**src/rtl/ttx_pkg.sv**
```systemverilog
package ttx_pkg;

    localparam int LINE_W = 10;
    localparam int PIX_W  = 11;

    typedef logic [LINE_W-1:0] line_t;
    typedef logic [PIX_W-1:0]  pix_t;

    typedef enum logic {
        FMT_EURO = 1'b0,
        FMT_WST  = 1'b1
    } ttx_fmt_e;

    typedef struct packed {
        line_t first;
        line_t last;
    } line_span_t;

    typedef struct packed {
        logic fire;
        logic eligible;
    } req_ctl_t;

    function automatic logic span_hit(input line_span_t s, input line_t ln);
        return (ln >= s.first) && (ln <= s.last);
    endfunction

    function automatic logic pix_in_win(input pix_t p, input pix_t st, input pix_t len);
        logic [PIX_W:0] end_x;
        end_x = {1'b0, st} + {1'b0, len};
        return ({1'b0, p} >= {1'b0, st}) && ({1'b0, p} < end_x);
    endfunction

endpackage

```
**src/rtl/ttx_line_gate.sv**
```systemverilog
module ttx_line_gate
    import ttx_pkg::*;
#(
    parameter int MASK_W    = 8,
    parameter int MASK_BASE = 7
) (
    input  logic              tt_en,
    input  logic              field_odd,
    input  line_t             line_num,
    input  line_span_t        odd_span,
    input  line_span_t        even_span,
    input  logic [MASK_W-1:0] line_mask,
    output logic              eligible
);
    localparam int MASK_TOP = MASK_BASE + MASK_W;

    logic        in_span;
    logic        in_mask_zone;
    logic        masked;
    logic [LINE_W-1:0] mask_idx;

    always_comb begin
        in_span      = field_odd ? span_hit(odd_span, line_num)
                                 : span_hit(even_span, line_num);
        in_mask_zone = (int'(line_num) >= MASK_BASE) && (int'(line_num) < MASK_TOP);
        mask_idx     = line_num - LINE_W'(MASK_BASE);
        masked       = 1'b0;
        for (int i = 0; i < MASK_W; i++) begin
            if (in_mask_zone && (int'(mask_idx) == i) && line_mask[i])
                masked = 1'b1;
        end
        eligible = tt_en && in_span && !masked;
    end

endmodule

```
**src/rtl/ttx_req_gen.sv**
```systemverilog
module ttx_req_gen
    import ttx_pkg::*;
#(
    parameter int DIV_EURO = 2,
    parameter int DIV_WST  = 3
) (
    input  logic     clk,
    input  logic     rst,
    input  ttx_fmt_e fmt,
    input  pix_t     pix_cnt,
    input  pix_t     win_start,
    input  pix_t     win_len,
    input  logic     eligible,
    output logic     req
);
    localparam int DIV_MAX = (DIV_EURO > DIV_WST) ? DIV_EURO : DIV_WST;
    localparam int CW      = (DIV_MAX < 2) ? 1 : $clog2(DIV_MAX);

    logic [CW-1:0] phase_q;
    logic [CW-1:0] div_m1;
    logic          in_win;
    req_ctl_t      ctl;

    always_comb begin
        div_m1       = (fmt == FMT_WST) ? CW'(DIV_WST - 1) : CW'(DIV_EURO - 1);
        in_win       = pix_in_win(pix_cnt, win_start, win_len);
        ctl.eligible = eligible;
        ctl.fire     = in_win && ((pix_cnt == win_start) || (phase_q == '0));
    end

    always_ff @(posedge clk) begin
        if (rst) begin
            phase_q <= '0;
            req     <= 1'b0;
        end else begin
            if (!in_win)
                phase_q <= '0;
            else if (ctl.fire)
                phase_q <= div_m1;
            else
                phase_q <= phase_q - 1'b1;
            req <= ctl.fire && ctl.eligible;
        end
    end

    // with a divider above one, two requests never sit in adjacent clocks
    a_r6_spacing: assert property (@(posedge clk) disable iff (rst)
        (req && $past(div_m1) != '0 && $stable(div_m1)) |=> !req);

    // a request always belongs to a pixel inside the window
    a_r5_in_window: assert property (@(posedge clk) disable iff (rst)
        req |-> ({1'b0, $past(pix_cnt)} >= {1'b0, $past(win_start)}) &&
                ({1'b0, $past(pix_cnt)} < ({1'b0, $past(win_start)} + {1'b0, $past(win_len)})));

endmodule

```
**src/rtl/ttx_capture.sv**
```systemverilog
module ttx_capture #(
    parameter int LAT = 3
) (
    input  logic clk,
    input  logic rst,
    input  logic req,
    input  logic dat_in,
    output logic bit_out,
    output logic bit_vld
);
    localparam int OW = $clog2(LAT + 3);

    logic          take;
    logic [OW-1:0] outstanding;

    generate
        if (LAT == 1) begin : g_short
            logic stage_q;
            always_ff @(posedge clk) begin
                if (rst) stage_q <= 1'b0;
                else     stage_q <= req;
            end
            assign take = stage_q;
        end else begin : g_long
            logic [LAT-1:0] stage_q;
            always_ff @(posedge clk) begin
                if (rst) stage_q <= '0;
                else     stage_q <= {stage_q[LAT-2:0], req};
            end
            assign take = stage_q[LAT-1];
        end
    endgenerate

    always_ff @(posedge clk) begin
        if (rst) begin
            bit_vld <= 1'b0;
            bit_out <= 1'b0;
        end else begin
            bit_vld <= take;
            bit_out <= take & dat_in;
        end
    end

    always_ff @(posedge clk) begin
        if (rst)
            outstanding <= '0;
        else
            outstanding <= outstanding + OW'(req) - OW'(bit_vld);
    end

    // every delivered bit answers an earlier request
    a_r7_no_orphan_bit: assert property (@(posedge clk) disable iff (rst)
        bit_vld |-> outstanding != '0);

    // no more requests in flight than the latency allows
    a_r7_bounded_flight: assert property (@(posedge clk) disable iff (rst)
        int'(outstanding) <= LAT + 1);

    // the data output is quiet without a valid flag
    a_r8_quiet_bit: assert property (@(posedge clk) disable iff (rst)
        !bit_vld |-> !bit_out);

endmodule

```
**src/rtl/ttx_ctrl.sv**
```systemverilog
module ttx_ctrl
    import ttx_pkg::*;
#(
    parameter int MASK_W    = 8,
    parameter int MASK_BASE = 7,
    parameter int DIV_EURO  = 2,
    parameter int DIV_WST   = 3,
    parameter int LAT       = 3
) (
    input  logic              clk,
    input  logic              rst,
    input  logic              tt_en,
    input  logic              fmt_wst,
    input  logic              field_odd,
    input  logic [9:0]        line_num,
    input  logic [10:0]       pix_cnt,
    input  logic [10:0]       win_start,
    input  logic [10:0]       win_len,
    input  logic [9:0]        odd_first,
    input  logic [9:0]        odd_last,
    input  logic [9:0]        even_first,
    input  logic [9:0]        even_last,
    input  logic [MASK_W-1:0] line_mask,
    output logic              ttx_req,
    input  logic              ttx_dat,
    output logic              bit_out,
    output logic              bit_vld
);
    localparam int MASK_TOP = MASK_BASE + MASK_W;

    line_span_t odd_span;
    line_span_t even_span;
    ttx_fmt_e   fmt;
    logic       eligible;

    assign odd_span  = '{first: odd_first,  last: odd_last};
    assign even_span = '{first: even_first, last: even_last};
    assign fmt       = ttx_fmt_e'(fmt_wst);

    ttx_line_gate #(
        .MASK_W   (MASK_W),
        .MASK_BASE(MASK_BASE)
    ) u_gate (
        .tt_en    (tt_en),
        .field_odd(field_odd),
        .line_num (line_num),
        .odd_span (odd_span),
        .even_span(even_span),
        .line_mask(line_mask),
        .eligible (eligible)
    );

    ttx_req_gen #(
        .DIV_EURO(DIV_EURO),
        .DIV_WST (DIV_WST)
    ) u_req (
        .clk      (clk),
        .rst      (rst),
        .fmt      (fmt),
        .pix_cnt  (pix_cnt),
        .win_start(win_start),
        .win_len  (win_len),
        .eligible (eligible),
        .req      (ttx_req)
    );

    ttx_capture #(
        .LAT(LAT)
    ) u_cap (
        .clk    (clk),
        .rst    (rst),
        .req    (ttx_req),
        .dat_in (ttx_dat),
        .bit_out(bit_out),
        .bit_vld(bit_vld)
    );

    // outputs cleared in the cycle after a reset
    a_r1_reset_quiet: assert property (@(posedge clk)
        $past(rst) |-> (!ttx_req && !bit_vld && !bit_out));

    // no request with teletext disabled
    a_r2_enable_gate: assert property (@(posedge clk) disable iff (rst)
        ttx_req |-> $past(tt_en));

    // an empty window never requests
    a_r9_empty_window: assert property (@(posedge clk) disable iff (rst)
        ttx_req |-> ($past(win_len) != '0));

    // a line whose disable bit is set never requests
    a_r4_masked_line: assert property (@(posedge clk) disable iff (rst)
        ttx_req |-> !((int'($past(line_num)) >= MASK_BASE) &&
                      (int'($past(line_num)) < MASK_TOP) &&
                      $past(line_mask[line_num - 10'(MASK_BASE)])));

    // requests stay inside the field's line span
    a_r3_line_span: assert property (@(posedge clk) disable iff (rst)
        ttx_req |-> ($past(field_odd)
            ? ($past(line_num) >= $past(odd_first)  && $past(line_num) <= $past(odd_last))
            : ($past(line_num) >= $past(even_first) && $past(line_num) <= $past(even_last))));

endmodule

```
**config.mk**
```make
export PLATFORM = sky130hd
export DESIGN_NAME = ttx_ctrl
export DESIGN_NICKNAME = d
export VERILOG_FILES = /design/src/rtl/ttx_pkg.sv /design/src/rtl/ttx_line_gate.sv /design/src/rtl/ttx_req_gen.sv /design/src/rtl/ttx_capture.sv /design/src/rtl/ttx_ctrl.sv
export SDC_FILE = /design/constraint.sdc
export NUM_CORES = 1
export LEC_CHECK = 0
export BUFFER_PORTS_ARGS = -buffer_cell sky130_fd_sc_hd__buf_2
export CAP_MARGIN = 10
export CORE_ASPECT_RATIO = 1.4
export CORE_MARGIN = 1.5
export CORE_UTILIZATION = 49
export CTS_CLUSTER_SIZE = 28
export DETAILED_ROUTE_END_ITERATION = 10
export PLACE_DENSITY = 0.9
export REMOVE_ABC_BUFFERS = 1
export SYNTH_ARGS = -nofsm -noshare
export SYNTH_HDL_FRONTEND = slang
export SYNTH_SLANG_ARGS = --single-unit
```
**constraint.sdc**
```tcl
create_clock -name clk -period 5.3 [get_ports clk]
set_input_delay 1.06 -clock clk [delete_from_list [all_inputs] [get_ports clk]]
set_output_delay 1.06 -clock clk [all_outputs]
set_load 0.01 [all_outputs]
```
==> impl_results.md <==
- Cts hold-fix bufs: 0
- Leak Pwr: 0.00169 µW
- Ports: 100
- Filler instances: 411
- CTS resizes: 0
- RePlAce Congestion: 0.812
- Finish-stage setup viols: 0
- Period utilisation layout: 81.7%
- Initial DRT Pass Iterations: 4
- Met3 WL: 284 µm
- Crit-path cells: buf_2, ha_1, and3_1, a221oi_1, a21oi_1, a21o_1, a21oi_1, xor2_1, ha_1, a2111oi_0, nand2_1, o21a_1, a221o_1, nor4_2
- Critical-path top delay cell: a2111oi_0
- H-tree lvl count: 1
- Slew HR: 52.5%
- Synth Flop Type: dfxtp_1
- Simple-Gate Fraction of Synth Area: 17.5%
- CP Data Required Time: 5.44 ns
- Pwr Total: 375 µW
- Initial Utilization: 50.8%
- Critical path startpoint category: primary input
- Avg WL per Cell: 13.0 µm
- Vias: 2496
- Cell area after synthesis: 2300 µm²
- Synthesis-stage register bit count: 8
- Worst hold margin: 0.442 ns
- Final WL: 5.97 mm
- Worst setup path class: primary input to flip-flop
- Synth Instances: 294
- Max Cap Viol: 0
- Clock tree from TritonCTS: done
- Max VDD drop: 0.0837 mV
- TritonCTS Buffers: 3
- Hold endpoint: u_cap.g_long.stage_q[2]
- Endpoint type of the worst setup path: flip-flop
- Final min period: 4.33 ns
- Worst skew pair latency: 0.22 ns
- RSZ-0062 raised after global routing: no
- Clk slew on worst S/H paths: 0.04 ns
- Mux contribution to synthesized area: 1.47%
- Largest net degree at the start of global routing: 9
- Clk buf depth: 2
- R2R setup slack: 4.01 ns
- RR Startpoint: u_req.phase_q[0]
- Synth Area in Compound Gates: 21.4%
- Area grow syn2layout: 26.7%
- Reg2reg path depth: 6
- DP HPWL: 5.54 mm
- Layout cells sized above 1: 27.0%
- Fin Setup TNS: 0 ns
- CTS sink cnt: 8
- FP Rows: 29
- Initial antenna violation count: 0
- DRC marker count from the first detailed-route iteration: 81
- Highest Clock Rate: 0.231 GHz
- Run status: completed
- Uppermost layer routed: met4
- Post-Synth Adder-Cell Area: 40.5%
- Max-slew violations: 0
- Async S/R FF share, synth: 0%
- Netlist cell types: 43
- PwrDens: 129 nW/µm²
- Final hold violation count: 0
- Die area: 5120 µm²
- YS warnings: 0
- Combinational family with the most area after synthesis: adder cells
- Nets: 569
- Hold Crit Depth: 1
- Worst EP arrival: 4.47 ns
- Clock Skews: 0.000160 ns
- Buffers on Ports: 99
- Syn_area_per_cell: 7.83 µm²
- Number of synthesized flops with an enable pin: 0
- Min-delay src: u_cap.g_long.stage_q[1]
- Die width: 60.9 µm
- Worst slew pin tran: 0.707 ns
- Wire length on met1: 2.20 mm
- Antenna Cells: 0
- Hold Path Class: flip-flop to flip-flop
- Storage cell area: 160 µm²
- Post-DRT Antenna Nets: 0
- XOR/XNOR Fraction of Synth Area: 3.04%
- Vias/cell: 5.45
- All-Layer GR Usage: 24.0%
- Crit Path Max Fanout: 4
- # DRC: 0
- Global-route wire length before repair: 9.80 mm
- Area taken by multi-input logic gates: 1930 µm²
- Core area: 4540 µm²
- Reg2Reg Capture Point: u_req.req
- Root Buffer: clkbuf_8
- Grt total ovfl: 0
- Number of global-route vias before repair: 2570
- Die height: 84.1 µm
- CP peak stage delay: 0.49 ns
- DR WL met2: 3.30 mm
- Sequential area share after synthesis: 6.96%
- Post-CTS Setup Inserts: 0
[registers in the layout, summed over array words and instances, names as in the netlist]
register	flops
u_cap.g_long.stage_q	3
u_req.phase_q	2
u_cap.bit_out	1
u_cap.bit_vld	1
u_req.req	1
[through the flow]
| step | instances | utilization (%) | cell area (µm²) | worst slack (ns) |
|---|---|---|---|---|
| 6_report | 458 | 64.3 | 2920 | 0.971 |
| 5_1_grt | 458 | 64.3 | 2920 | 0.576 |
| 4_1_cts | 458 | 64.3 | 2920 | 0.945 |
| 3_5_place_dp | 455 | 63.4 | 2880 | 0.735 |
| 3_3_place_gp | 455 | 63.4 | 2880 | 0.826 |
| 2_1_floorplan | 294 | - | 2300 | 1.08 |
[area by class of cell]
class	instances	share of cell area (%)
Sequential cell	8	5.49
Tap cell	62	2.66
Clock buffer	3	1.42
Timing Repair Buffer	99	17.0
Multi-Input combinational cell	230	66.2
Inverter	56	7.21
[synth_stat cells, types with 2 or more instances]
| library cell | n | share of area [%] |
|---|---|---|
| nand4_1 | 8 | 2.2 |
| ha_1 | 73 | 40 |
| nand3_1 | 4 | 0.87 |
| inv_1 | 56 | 9.1 |
| xor2_1 | 6 | 2.3 |
| o21ai_0 | 12 | 2.6 |
| a21o_1 | 10 | 3.3 |
| dfxtp_1 | 8 | 7.0 |
| nor2b_1 | 10 | 2.7 |
| and3_1 | 3 | 0.82 |
| o211ai_1 | 5 | 1.6 |
| a21oi_1 | 17 | 3.7 |
| o31ai_1 | 2 | 0.65 |
| a31oi_1 | 5 | 1.4 |
| a211oi_1 | 8 | 2.6 |
| nor4_1 | 3 | 0.82 |
| nand2b_1 | 5 | 1.4 |
| xnor2_1 | 2 | 0.76 |
| o311ai_0 | 2 | 0.76 |
| o21a_1 | 4 | 1.3 |
| nor2_1 | 9 | 1.5 |
| nor3b_1 | 2 | 0.65 |
| nand2_1 | 13 | 2.1 |
| and2_1 | 2 | 0.54 |
| o2111ai_1 | 3 | 1.1 |
| nor3_1 | 5 | 1.1 |
[critical path, delay by kind of cell]
| kind | cells | cell delay [ns] |
|---|---|---|
| AOI/OAI and AO/OA | 7 | 1.98 |
| adders and majority gates | 2 | 0.59 |
| xor gates and xnor gates | 1 | 0.18 |
| buffers and inverters | 1 | 0.10 |
| and+or+nand+nor | 3 | 0.54 |
[cells by family after synthesis]
family | after synthesis
xor gates and xnor gates | 8
buffers and inverters | 56
muxes | 2
and+or+nand+nor | 72
adders and majority gates | 74
AOI/OAI and AO/OA | 74
DFF | 8
[where the power goes]
group          switching [µW]  total, µW  internal [µW]
combinational             125        242            117
clock                    21.2       70.2           49.0
sequential              0.761       63.3           62.5
[layout by cell type, fill, tap and decap left out, types with 2 or more instances in the layout]
master / instances
a211oi_1: 8
a21o_1: 10
a21oi_1: 17
a31oi_1: 5
and2_1: 2
and3_1: 3
buf_2: 99
clkbuf_8: 3
dfxtp_1: 8
ha_1: 73
inv_1: 56
nand2_1: 13
nand2b_1: 5
nand3_1: 4
nand4_1: 8
nor2_1: 9
nor2b_1: 10
nor3_1: 5
nor3b_1: 2
nor4_1: 3
o2111ai_1: 3
o211ai_1: 5
o21a_1: 4
o21ai_0: 12
o311ai_0: 2
o31ai_1: 2
xnor2_1: 2
xor2_1: 6
[worst max path at each step]
stage / startpoint / endpoint / slack (ns) / cells after the start
after floorplan: win_start[2] / u_req.req / 1.08 / 13
after global placement: win_start[2] / u_req.req / 0.83 / 14
after detailed placement: win_start[2] / u_req.req / 0.73 / 14
after CTS: win_start[2] / u_req.req / 0.95 / 14
after global routing: win_start[4] / u_req.req / 0.58 / 14
final: win_start[2] / u_req.req / 0.97 / 14
[per-layer routing]
metal / vias up / global-route usage (%)
li1: 1273 / -
met2: 95 / 49.0
met5: - / 0
met4: 0 / 8.10
met1: 1110 / 21.6
met3: 18 / 4.03
No activity file was read; power rests on OpenSTA's default activity.
